--- src/rtl/bdc_pkg.sv ---
package bdc_pkg;
  localparam int DIGIT_W = 4;
  localparam int NDIGITS = 4;
  localparam int WORD_W  = DIGIT_W * NDIGITS;
  localparam int BYTE_W  = 8;
  localparam int MAG_W   = 11;

  typedef enum logic [2:0] {
    SEQ_IDLE = 3'd0,
    SEQ_MSD  = 3'd1,
    SEQ_HUN  = 3'd2,
    SEQ_TEN  = 3'd3,
    SEQ_UNI  = 3'd4
  } seq_t;

  // binary magnitude from the half digit and three BCD digits
  function automatic logic [MAG_W-1:0] bcd_mag(input logic half,
                                               input logic [DIGIT_W-1:0] hun,
                                               input logic [DIGIT_W-1:0] ten,
                                               input logic [DIGIT_W-1:0] uni);
    logic [MAG_W-1:0] acc;
    acc = half ? MAG_W'(1000) : '0;
    acc = acc + MAG_W'(hun) * MAG_W'(100);
    acc = acc + MAG_W'(ten) * MAG_W'(10);
    acc = acc + MAG_W'(uni);
    return acc;
  endfunction
endpackage

--- src/rtl/bdc_sync.sv ---
module bdc_sync #(
  parameter int W      = 1,
  parameter int STAGES = 2
) (
  input  logic         clk,
  input  logic         rst_n,
  input  logic [W-1:0] d,
  output logic [W-1:0] q
);
  generate
    if (STAGES < 2) begin : g_single
      logic [W-1:0] r;
      always_ff @(posedge clk or negedge rst_n) begin
        if (!rst_n) r <= '0;
        else        r <= d;
      end
      assign q = r;
    end else begin : g_chain
      logic [STAGES*W-1:0] chain;
      always_ff @(posedge clk or negedge rst_n) begin
        if (!rst_n) chain <= '0;
        else        chain <= {chain[(STAGES-1)*W-1:0], d};
      end
      assign q = chain[STAGES*W-1 -: W];
    end
  endgenerate
endmodule

--- src/rtl/bdc_eoc_stretch.sv ---
module bdc_eoc_stretch #(
  parameter int STRETCH_CYCLES = 64
) (
  input  logic clk,
  input  logic rst_n,
  input  logic eoc_lvl,
  output logic eoc_rise,
  output logic eoc_flag
);
  localparam int CW = $clog2(STRETCH_CYCLES + 1);

  logic          eoc_prev;
  logic [CW-1:0] hold_cnt;

  assign eoc_rise = eoc_lvl & ~eoc_prev;
  assign eoc_flag = (hold_cnt != '0);

  always_ff @(posedge clk or negedge rst_n) begin
    if (!rst_n) begin
      eoc_prev <= 1'b0;
      hold_cnt <= '0;
    end else begin
      eoc_prev <= eoc_lvl;
      if (eoc_lvl)
        hold_cnt <= CW'(STRETCH_CYCLES);
      else if (hold_cnt != '0)
        hold_cnt <= hold_cnt - CW'(1);
    end
  end

  // width tracker for the flag, used by the assertion below
  logic [CW+1:0] run_len;
  always_ff @(posedge clk or negedge rst_n) begin
    if (!rst_n)                  run_len <= '0;
    else if (!eoc_flag)          run_len <= '0;
    else if (run_len != '1)      run_len <= run_len + 1'b1;
  end

  AST_STRETCH_MIN: assert property (@(posedge clk) disable iff (!rst_n)
    $fell(eoc_flag) |-> (run_len >= (CW+2)'(STRETCH_CYCLES)));
  AST_FLAG_ON_PULSE: assert property (@(posedge clk) disable iff (!rst_n)
    eoc_lvl |=> eoc_flag);
endmodule

--- src/rtl/bdc_strobe_seq.sv ---
module bdc_strobe_seq
  import bdc_pkg::*;
(
  input  logic               clk,
  input  logic               rst_n,
  input  logic               eoc_rise,
  input  logic [2:0]         strb_lvl,   // {mid, shared, msd}
  input  logic [DIGIT_W-1:0] digit,
  output logic               commit,
  output logic [WORD_W-1:0]  commit_word
);
  localparam int L_MSD = 0;
  localparam int L_SHR = 1;
  localparam int L_MID = 2;

  logic [2:0] strb_prev;
  logic [2:0] strb_rise;

  genvar gi;
  generate
    for (gi = 0; gi < 3; gi++) begin : g_edge
      assign strb_rise[gi] = strb_lvl[gi] & ~strb_prev[gi];
    end
  endgenerate

  seq_t state_q, state_d;
  logic [DIGIT_W-1:0] sh_msd, sh_hun, sh_ten;

  // named capture events, one per digit slot
  logic [NDIGITS-1:0] cap;
  assign cap[3] = (state_q == SEQ_MSD) && strb_rise[L_MSD] && !eoc_rise;
  assign cap[2] = (state_q == SEQ_HUN) && strb_rise[L_SHR] && !eoc_rise;
  assign cap[1] = (state_q == SEQ_TEN) && strb_rise[L_MID] && !eoc_rise;
  assign cap[0] = (state_q == SEQ_UNI) && strb_rise[L_SHR] && !eoc_rise;

  assign commit      = cap[0];
  assign commit_word = {sh_msd, sh_hun, sh_ten, digit};

  always_comb begin
    state_d = state_q;
    if (eoc_rise) begin
      state_d = SEQ_MSD;
    end else begin
      case (state_q)
        SEQ_MSD: if (cap[3]) state_d = SEQ_HUN;
        SEQ_HUN: if (cap[2]) state_d = SEQ_TEN;
        SEQ_TEN: if (cap[1]) state_d = SEQ_UNI;
        SEQ_UNI: if (cap[0]) state_d = SEQ_IDLE;
        default: state_d = SEQ_IDLE;
      endcase
    end
  end

  always_ff @(posedge clk or negedge rst_n) begin
    if (!rst_n) begin
      strb_prev <= '0;
      state_q   <= SEQ_IDLE;
      sh_msd    <= '0;
      sh_hun    <= '0;
      sh_ten    <= '0;
    end else begin
      strb_prev <= strb_lvl;
      state_q   <= state_d;
      if (cap[3]) sh_msd <= digit;
      if (cap[2]) sh_hun <= digit;
      if (cap[1]) sh_ten <= digit;
    end
  end

  AST_CAP_ONEHOT: assert property (@(posedge clk) disable iff (!rst_n)
    $onehot0(cap));
  AST_EOC_RESTART: assert property (@(posedge clk) disable iff (!rst_n)
    eoc_rise |=> (state_q == SEQ_MSD));
  AST_IDLE_DEAF: assert property (@(posedge clk) disable iff (!rst_n)
    (state_q == SEQ_IDLE && !eoc_rise) |=> (state_q == SEQ_IDLE));
endmodule

--- src/rtl/bdc_result_port.sv ---
module bdc_result_port
  import bdc_pkg::*;
(
  input  logic              clk,
  input  logic              rst_n,
  input  logic              commit,
  input  logic [WORD_W-1:0] commit_word,
  input  logic              rd_port,
  input  logic              rd_strobe,
  output logic              result_valid,
  output logic [BYTE_W-1:0] rd_data,
  output logic              half_digit,
  output logic              positive,
  output logic              over_range,
  output logic              under_range,
  output logic [MAG_W-1:0]  magnitude
);
  logic [WORD_W-1:0] word_q;
  logic              valid_q;
  logic              hi_read;

  assign hi_read = rd_strobe & rd_port;

  always_ff @(posedge clk or negedge rst_n) begin
    if (!rst_n) begin
      word_q  <= '0;
      valid_q <= 1'b0;
    end else begin
      if (commit) word_q <= commit_word;
      if (commit)       valid_q <= 1'b1;
      else if (hi_read) valid_q <= 1'b0;
    end
  end

  assign result_valid = valid_q;
  assign rd_data      = rd_port ? word_q[WORD_W-1 -: BYTE_W] : word_q[BYTE_W-1:0];
  assign half_digit   = word_q[15];
  assign positive     = word_q[14];
  assign over_range   = word_q[13];
  assign under_range  = word_q[12];
  assign magnitude    = bcd_mag(word_q[15], word_q[11:8], word_q[7:4], word_q[3:0]);

  AST_WORD_HOLD: assert property (@(posedge clk) disable iff (!rst_n)
    !$stable(word_q) |-> $past(commit));
  AST_VALID_SET: assert property (@(posedge clk) disable iff (!rst_n)
    commit |=> valid_q);
  AST_VALID_CLR: assert property (@(posedge clk) disable iff (!rst_n)
    (hi_read && !commit) |=> !valid_q);
  AST_LO_READ_KEEPS: assert property (@(posedge clk) disable iff (!rst_n)
    (rd_strobe && !rd_port && !commit) |=> $stable(valid_q));
endmodule

--- src/rtl/bdc_capture.sv ---
module bdc_capture
  import bdc_pkg::*;
#(
  parameter int SYNC_STAGES    = 2,
  parameter int STRETCH_CYCLES = 64
) (
  input  logic               clk,
  input  logic               rst_n,
  input  logic               eoc_in,
  input  logic [DIGIT_W-1:0] digit_in,
  input  logic               ds_msd_in,
  input  logic               ds_shared_in,
  input  logic               ds_mid_in,
  input  logic               rd_port,
  input  logic               rd_strobe,
  output logic               eoc_seen,
  output logic               result_valid,
  output logic [BYTE_W-1:0]  rd_data,
  output logic               half_digit,
  output logic               positive,
  output logic               over_range,
  output logic               under_range,
  output logic [MAG_W-1:0]   magnitude
);
  localparam int BUNDLE_W = DIGIT_W + 4;

  logic [BUNDLE_W-1:0] raw_bundle, sync_bundle;
  logic                eoc_lvl, eoc_rise;
  logic [2:0]          strb_lvl;
  logic [DIGIT_W-1:0]  digit_s;
  logic                commit;
  logic [WORD_W-1:0]   commit_word;

  assign raw_bundle = {eoc_in, ds_mid_in, ds_shared_in, ds_msd_in, digit_in};

  bdc_sync #(.W(BUNDLE_W), .STAGES(SYNC_STAGES)) u_sync (
    .clk(clk), .rst_n(rst_n), .d(raw_bundle), .q(sync_bundle)
  );

  assign eoc_lvl  = sync_bundle[BUNDLE_W-1];
  assign strb_lvl = sync_bundle[DIGIT_W+2:DIGIT_W];
  assign digit_s  = sync_bundle[DIGIT_W-1:0];

  bdc_eoc_stretch #(.STRETCH_CYCLES(STRETCH_CYCLES)) u_stretch (
    .clk(clk), .rst_n(rst_n), .eoc_lvl(eoc_lvl),
    .eoc_rise(eoc_rise), .eoc_flag(eoc_seen)
  );

  bdc_strobe_seq u_seq (
    .clk(clk), .rst_n(rst_n), .eoc_rise(eoc_rise), .strb_lvl(strb_lvl),
    .digit(digit_s), .commit(commit), .commit_word(commit_word)
  );

  bdc_result_port u_port (
    .clk(clk), .rst_n(rst_n), .commit(commit), .commit_word(commit_word),
    .rd_port(rd_port), .rd_strobe(rd_strobe), .result_valid(result_valid),
    .rd_data(rd_data), .half_digit(half_digit), .positive(positive),
    .over_range(over_range), .under_range(under_range), .magnitude(magnitude)
  );
endmodule

--- config.mk ---
export PLATFORM = sky130hd
export DESIGN_NAME = bdc_capture
export DESIGN_NICKNAME = d
export VERILOG_FILES = /design/src/rtl/bdc_pkg.sv /design/src/rtl/bdc_sync.sv /design/src/rtl/bdc_eoc_stretch.sv /design/src/rtl/bdc_strobe_seq.sv /design/src/rtl/bdc_result_port.sv /design/src/rtl/bdc_capture.sv
export SDC_FILE = /design/constraint.sdc
export NUM_CORES = 1
export LEC_CHECK = 0
export ABC_AREA = 1
export CORE_ASPECT_RATIO = 1.75
export CORE_MARGIN = 4
export CORE_UTILIZATION = 55
export DETAILED_ROUTE_END_ITERATION = 10
export GPL_ROUTABILITY_DRIVEN = 0
export PLACE_DENSITY = 0.74
export RECOVER_POWER = 50
export SYNTH_ARGS = -nofsm -noshare
export SYNTH_HDL_FRONTEND = slang
export SYNTH_SLANG_ARGS = --single-unit
export TNS_END_PERCENT = 30
--- constraint.sdc ---
create_clock -name clk -period 7.15 [get_ports clk]
set_clock_uncertainty 0.2 [all_clocks]
set_input_delay 1.43 -clock clk [delete_from_list [all_inputs] [get_ports clk]]
set_output_delay 1.43 -clock clk [all_outputs]
set_load 0.005 [all_outputs]
# --- Word level (Yosys, flattened, before mapping) ---
# Index checks and enable logic that the tools add are counted.
word_totals:
  out_inout_bits: 25
  ff_bits: 59
  in_bits: 12
  wordCells: 58
classes:
  bitwise: 9
  addsub: 4
  reduce_logical: 13
  muxes: 12
  mul: 2
  n_eq_ne: 8
ops:
  columns: ["cell", "count"]
  rows:
  - ["$mux 3", 5]
  - ["$mux 7", 2]
  - ["$pmux 3 s4", 1]
  - ["$add 11x11->11", 1]
  - ["$add 11x4->11", 1]
  - ["$add 11x8->11", 1]
  - ["$mux 10", 1]
  - ["$mul 4x5->9 const B", 1]
  - ["$ne 3x1->1 const B", 3]
  - ["$logic_and 1x1->1", 8]
  - ["$mux 8", 1]
  - ["$mul 4x3->7 const B", 1]
  - ["$reduce_bool 7->1", 1]
  - ["$sub 7x1->7 const B", 1]
  - ["$eq 3x2->1 const B", 2]
  - ["$and 1x1->1", 5]
  - ["$not 1->1", 4]
  - ["$reduce_and 4->1", 1]
  - ["$reduce_bool 2->1", 2]
  - ["$eq 3x1->1 const B", 1]
  - ["$eq 3x3->1 const B", 1]
  - ["$ne 3x2->1 const B", 1]
  - ["$mux 1", 2]
  - ["$logic_not 1->1", 1]

# --- Depth between registers and ports, before layout ---
# Gate-level depths: netlist (run 1).
logic_depth:
  ltp_word: 7
  ltp_mapped: 18
  mapped_depth_nobuf: 18

# --- Hierarchy ---
# From an unflattened synthesis (run 1), not the netlist that was laid out.
hier_totals:
  hier_cells: 379
  hier_area_um2: 3447.1
modules_own_cells:
  columns: ["module", "area_each_um2", "cells_per_inst", "seq_area_each_um2", "n_inst"]
  rows:
  - ["bdc_result_port", 1690.4, 213, 425.4, 1]
  - ["bdc_strobe_seq", 860.8, 89, 450.4, 1]
  - ["bdc_sync", 460.4, 24, 400.4, 1]
  - ["bdc_eoc_stretch", 435.4, 53, 200.2, 1]

# --- Worst setup path after synthesis (run 1) ---
# Ideal clock, no wire load.
synth_timing:
  kind: "reg2out"
  from: "register u_port.word_q[8]"
  to: "output port magnitude[9]"
  t_required_ns: 5.520
  stages_incl_launch_ff: 14
  path_slack_ns: 2.449
  path_buffers: 0
  arrival_ns: 3.071
  cell_sequence: "dfrtp_1 > ha_1 > ha_1 > inv_1 > fa_1 > fa_1 > inv_1 > ha_1 > ha_1 > nand2_1 > or2_2 > nand3_1 > nand2_1 > nand2_1"
synth_between:
  elab_chain_cells: 4
synth_rtl:
  columns: ["item", "line", "source"]
  rows:
  - ["from (decl)", "bdc_result_port.sv:18", "logic [WORD_W-1:0] word_q;"]
  - ["from (signal assigned)", "bdc_result_port.sv:29", "if (commit) word_q <= commit_word;"]
  - ["$mul 4x5->9", "bdc_pkg.sv:23", "acc = acc + MAG_W'(hun) * MAG_W'(100);"]
  - ["$add 11x11->11", "bdc_pkg.sv:23", null]
  - ["$add 11x8->11", "bdc_pkg.sv:24", "acc = acc + MAG_W'(ten) * MAG_W'(10);"]
  - ["$add 11x4->11", "bdc_pkg.sv:25", "acc = acc + MAG_W'(uni);"]
  - ["to (decl)", "bdc_capture.sv:23", "output logic [MAG_W-1:0] magnitude"]
# No other way between the ends.

# --- Worst setup path after layout (run 1) ---
layout_timing:
  from: "register u_port.word_q[8]"
  to: "output port magnitude[10]"
# The elaborated chain is that of the path after synthesis.

==> results of run 1 <==
-- kinds of logic (layout without fill, tap and decap cells) --
| group | after synthesis | count (layout) | share of synthesized area, % |
|---|---|---|---|
| flops | 59 | 59 | 45.44 |
| buf+inv | 61 | 107 | 7.970 |
| xor+xnor | 9 | 9 | 2.426 |
| compound gates | 43 | 43 | 6.623 |
| mux | 3 | 3 | 1.040 |
| simple gates | 139 | 139 | 18.25 |
| fa+ha+maj | 42 | 42 | 18.25 |
-- layout by cell type (no fill, tap or decap), drive strengths merged --
cell	netlist	routed
xor2	6	6
nand2	80	80
clkbuf	1	11
or2	1	1
mux2	3	3
nor3	4	4
o21ai	27	27
clkdlybuf4s50	0	27
nor4	1	1
fa	9	9
nor2	31	31
a21oi	16	16
xnor2	3	3
dfrtp	59	59
nor3b	1	1
clkinvlp	0	2
dlygate4sd3	0	8
nand3	17	17
buf	5	1
ha	33	33
nand4	3	3
clkinv	0	3
nand3b	1	1
inv	55	55
-- metal layers --
metal / GRT usage [%] / share of wire (%) / up-vias
met5: 0 / 0 / -
met4: 10.03 / 3.0 / 0
met3: 4.090 / 3.2 / 12
met2: 36.74 / 57 / 36
met1: 20.19 / 37 / 1123
li1: - / - / 1209
-- Yosys cell counts (all sizes together), types with 3 or more instances --
library cell	n	area [sq um]
nand4	3	18.77
nand2	80	302.8
nor2	31	123.9
fa	9	180.2
a21oi	16	80.08
nand3	17	95.09
mux2	3	33.78
xor2	6	52.55
buf	5	48.79
ha	33	412.9
nor3	4	20.02
o21ai	27	135.1
dfrtp	59	1476
xnor2	3	26.28
inv	55	206.5
-- flip-flops by register name (all words and copies together) (netlist names) --
| name | count |
|---|---|
| u_port.result_valid | 1 |
| u_port.word_q | 16 |
| u_seq.sh_hun | 4 |
| u_seq.sh_msd | 4 |
| u_seq.sh_ten | 4 |
| u_seq.state_q | 3 |
| u_seq.strb_prev | 3 |
| u_stretch.eoc_prev | 1 |
| u_stretch.hold_cnt | 7 |
| u_sync.g_chain.chain | 16 |
-- final timing paths --
path / start / to / slack [ps] / depth (start not counted)
hold / removal: u_sync.g_chain.chain[6]$_DFF_PN0_ / u_sync.g_chain.chain[14]$_DFF_PN0_ / 150 / 0
setup reg to reg: u_sync.g_chain.chain[15]$_DFF_PN0_ / u_port.word_q[10]$_DFFE_PN0P_ / 4760 / 4
max in group asynchronous: rst_n / u_sync.g_chain.chain[9]$_DFF_PN0_ / 3050 / 2
min in group asynchronous: rst_n / u_seq.state_q[0]$_DFFE_PN0P_ / 1980 / 2
hold reg to reg: u_sync.g_chain.chain[6]$_DFF_PN0_ / u_sync.g_chain.chain[14]$_DFF_PN0_ / 150 / 0
setup / recovery: u_port.word_q[8]$_DFFE_PN0P_ / magnitude[10] / 1360 / 16
-- layout make-up --
cell class	instances	area, sq um	share of cell area (%)
sequential	59	1476	38.84
inverter	55	206.4	5.431
clock buffer	10	137.6	3.621
multi-input combinational	236	1496	39.37
clock inverter	5	30.03	0.7900
timing repair buffer	37	359.1	9.447
tap	76	95.09	2.502
-- report_power, final --
group | switching, uW | internal [uW] | leakage (uW)
Combinational | 301 | 314 | 0.00126
Clock | 120 | 131 | 0.0000839
Sequential | 78.2 | 420 | 0.000745
-- through the flow --
stage               instance area, sq um  total power [uW]
global route                        3801              1492
floorplan                           3249             856.3
finish                              3801              1364
CTS                                 3822              1395
global placement                    3655              1115
detailed placement                  3655              1133
-- worst max-delay path, stage by stage, from the launching register on --
cell	delay, ps
dfrtp_1	440
ha_1	320
ha_1	210
inv_1	70
fa_1	430
fa_1	510
inv_1	50
ha_1	290
ha_1	350
nand2_1	80
nand2_1	60
nand2_1	60
nand2_1	50
a21oi_1	240
nand3_1	100
nand2_1	80
clkdlybuf4s50_1	490
==> metrics.txt, run 1 <==
initial core utilization=57.25%; Worst-path clk slew=60 ps; grt total ovfl=0; n_diodes=0; Die Area=0.007250 sq mm; Crit Path Max Fanout=5; RSZ-0062 raised after global routing=no; Cells after Synth=356; Mapped Avg Cell Area=9.127 sq um; Hold WS=146.6 ps; async set or reset register ratio after synthesis=100.0%; relative slew slack=-101.6%; final core utilization=66.98%; vias in the first global route=2,444; hpwl dp=4.858 mm; ANT nets after route=0; residual DRC count=0; fin cells=478; Root Driver=clkbuf_8; Setup TNS Final=0 ps; f_max=172.7 MHz; clk_lat worst skew=330 ps; via count=2,380; final worst path period share=80.99%; worst min path class=reg -> reg; CP startpoint kind=flop; worst endpoint required time=5520 ps; fillcell total=500; Netlist cell types=25; synth warn=0; Area Overhead vs Synth=16.98%; failing checks=max-capacitance violations, max-slew violations; pins over their slew limit=60; CTS buffer count=9; mapped cell area=0.003249 sq mm; Die W=66.11 um; CTS Hold Bufs=0; # setup viols final=0; Synth Net Count=410; num rows=36; Slew @ Worst Pin=3024 ps; post-cts resize count=0; initial drt markers=79; LEAKAGE=0.002094 uW; pwr dens=358.8 mW/mm^2; antenna violations before repair=0; top_reg_cell synth=dfrtp_1; # H-tree levels=3; EDFF count, synth=0; maxcap violations=1; Place WS=1697 ps; sequential area share after synthesis=45.44%; layout cell share with drive strength beyond 1=5.721%; post-DR wirelength/cell=12.75 um; CTS Sinks=59; Crit Path Class=reg -> out; post-synthesis register bit count=59; final wirelength=6.094 mm; Tmin final=5791 ps; vias per cell=4.979; first-pass GRT wire length=10.72 mm; clk buf depth=2; Nets=452; chip height=109.7 um; status=finished, violations left; # IOs=37; Core ar.=0.005675 sq mm; I/O Buffers=36; Worst Path Arrival=4160 ps; All-Layer GR Usage=19.76%; Final Hold Fails=0; CTS tree=built; maximum vdd drop=0.1748 mV; total setup buffers inserted after CTS=0; largest net degree at the start of global routing=60; element type at the critical path end=primary output; 1st-pass router iterations=4; Inst Count DP=463; Final WS setup=1359 ps
(Power assumes the default switching activity.)
==> run 2: changes to the inputs <==
==> constraint.sdc (replaced) <==
create_clock -name clk -period 5.45 [get_ports clk]
set_clock_uncertainty 0.2 [all_clocks]
set_input_delay 1.09 -clock clk [delete_from_list [all_inputs] [get_ports clk]]
set_output_delay 1.09 -clock clk [all_outputs]
set_load 0.005 [all_outputs]
==> run 2 against run 1 <==
Compared with the run above: the flow still finishes with violations (max-capacitance violations, max-slew violations); total power rose by 42%; register-to-register slack got worse by 1400 ps; flip-flop and latch count did not move; non-clock buffer count did not move; first-iteration DRC count rose by 30%; clock-buffer cell count did not move; core utilization rose by 2.0 points; cell area rose by 2.9%; worst hold slack barely moved; clock power rose by 68%.
==> metrics.txt, run 2 (same netlist as run 1, synthesis figures left out) <==
chip height=109.7 um (unchanged); n_diodes=0 (unchanged); Crit Path Max Fanout=5 (unchanged); relative slew slack=-98.67% (was -101.6%); status=finished, violations left (unchanged); vias per cell=5.054 (was 4.979); maximum vdd drop=0.3568 mV (was 0.1748 mV); Core ar.=0.005675 sq mm (unchanged); maxcap violations=1 (unchanged); Placed Area=0.003655 sq mm (unchanged); CTS buffer count=9 (unchanged); I/O Buffers=36 (unchanged); Hold WS=147.0 ps (was 146.6 ps); f_max=188.8 MHz; clk buf depth=2 (unchanged); Die Area=0.007250 sq mm (unchanged); layout cell share with drive strength beyond 1=8.706% (was 5.721%); via count=2,416 (was 2,380); ANT nets after route=0 (unchanged); post-DR wirelength/cell=13.14 um (was 12.75 um); CTS Hold Bufs=0 (unchanged); worst min path class=reg -> reg (unchanged); vias in the first global route=2,462 (was 2,444); fin cells=478 (unchanged); # IOs=37 (unchanged); Area Overhead vs Synth=20.41% (was 16.98%); FF-to-FF path depth=4 (unchanged); failing checks=max-capacitance violations, max-slew violations (unchanged); antenna violations before repair=0 (unchanged); CTS tree=built (unchanged); commonest non-fill, non-tap cell in the layout=nand2_1 (unchanged); final worst path period share=97.21%; biggest regs=u_port.word_q: 16 flops, u_sync.g_chain.chain: 16 flops, u_stretch.hold_cnt: 7 flops (unchanged); All-Layer GR Usage=19.43% (was 19.76%); # setup viols final=0 (unchanged); Worst-path clk slew=60 ps (about the same); hold path start=u_sync.g_chain.chain[6]$_DFF_PN0_ (unchanged); final wirelength=6.282 mm (was 6.094 mm); LEAKAGE=0.002106 uW (was 0.002094 uW); 1st-pass router iterations=4 (unchanged); reg2reg setup slack=3400 ps (was 4760 ps); element type at the critical path end=primary output (unchanged); fillcell total=497 (was 500); Final Power=1934 uW (was 1364 uW); # H-tree levels=3 (unchanged); Worst Path Arrival=4010 ps (was 4160 ps); largest net degree at the start of global routing=60 (unchanged); hpwl dp=4.807 mm (was 4.858 mm); Slew @ Worst Pin=2980 ps (was 3024 ps); CTS Sinks=59 (unchanged); Inst Count DP=463 (unchanged); Tmin final=5298 ps; Nets=452 (unchanged); first-pass GRT wire length=10.60 mm (was 10.72 mm); initial drt markers=103 (was 79); Root Driver=clkbuf_8 (unchanged); num rows=36 (unchanged); clk_lat worst skew=330 ps (about the same); CP startpoint kind=flop (unchanged); most frequent cells in the layout=nand2_1, dfrtp_1, inv_1, ha_1, nor2_1 (unchanged); Hold Path Sink=u_sync.g_chain.chain[14]$_DFF_PN0_ (unchanged); Crit Path Class=reg -> out (unchanged); pwr dens=494.3 mW/mm^2 (was 358.8 mW/mm^2); Final Hold Fails=0 (unchanged); capture point of the worst reg-to-reg path=u_port.word_q[10]$_DFFE_PN0P_ (unchanged); residual DRC count=0 (unchanged); total setup buffers inserted after CTS=0 (unchanged); Die W=66.11 um (unchanged); grt total ovfl=0 (unchanged); reg2reg start=u_sync.g_chain.chain[15]$_DFF_PN0_ (unchanged); post-route cell area=0.003913 sq mm (was 0.003801 sq mm); post-cts resize count=1 (was 0); initial core utilization=57.25% (unchanged); Worst Hold Depth=0 (unchanged); worst endpoint required time=4160 ps (was 5520 ps); pins over their slew limit=60 (unchanged)
[run 2: cell types whose count changed in the layout (fill, tap and decap cells not counted), sizes merged]
cell | before | now
bufinv | 0 | 2
clkinv | 3 | 2
clkinvlp | 2 | 1
[run 2: power by group]
group,switching (uW),internal [uW],total [uW]
Combinational,415,444,858
Clock,156,265,421
Sequential,103,551,654
[run 2: stage by stage]
| step | setup slack [ps] | util (%) | setup TNS [ps] |
|---|---|---|---|
| 2_1_floorplan | 1089 | - | 0 |
| 3_3_place_gp | 431.1 | 64.40 | 0 |
| 3_5_place_dp | 352.3 | 64.40 | 0 |
| 4_1_cts | 57.95 | 68.25 | 0 |
| 5_1_grt | -18.90 | 68.94 | -22.62 |
| 6_report | 152.3 | 68.94 | 0 |
[run 2: worst max-delay path: stages (launching register included)]
cell             delay [ps]
dfrtp_1                 430
ha_1                    300
ha_1                    230
fa_1                    380
xor2_1                  210
fa_1                    450
ha_1                    350
ha_4                    310
nand2_1                  80
nor2_1                  220
a21oi_2                 100
inv_1                    60
nand2_1                  40
nand2_1                  50
clkdlybuf4s50_1         490
[run 2: cell type report]
cell class	instances	area [sq um]	share of cell area, %
Inverter	55	206.4	5.277
Multi-Input combinational cell	236	1556	39.78
Tap cell	76	95.09	2.430
Timing Repair Buffer	37	359.1	9.178
Clock buffer	10	137.6	3.518
Sequential cell	59	1480	37.83
Clock inverter	5	77.57	1.983
[run 2: worst max path at each step]
stage / startpoint / endpoint / depth (start not counted)
final: u_port.word_q[7]$_DFFE_PN0P_ / magnitude[10] / 14
after CTS: u_port.word_q[8]$_DFFE_PN0P_ / magnitude[10] / 16
after global placement: u_port.word_q[8]$_DFFE_PN0P_ / magnitude[10] / 16
after detailed placement: u_port.word_q[8]$_DFFE_PN0P_ / magnitude[10] / 16
after global routing: u_port.word_q[7]$_DFFE_PN0P_ / magnitude[10] / 14
after floorplan: u_port.word_q[8]$_DFFE_PN0P_ / magnitude[9] / 13
[run 2: metal layers]
layer | vias to the layer above | track usage [%] | share of wire (%)
met5 | - | 0 | 0
met4 | 0 | 10.32 | 2.6
met3 | 9 | 3.579 | 2.7
met2 | 38 | 36.89 | 58
met1 | 1152 | 19.22 | 36
li1 | 1217 | - | -
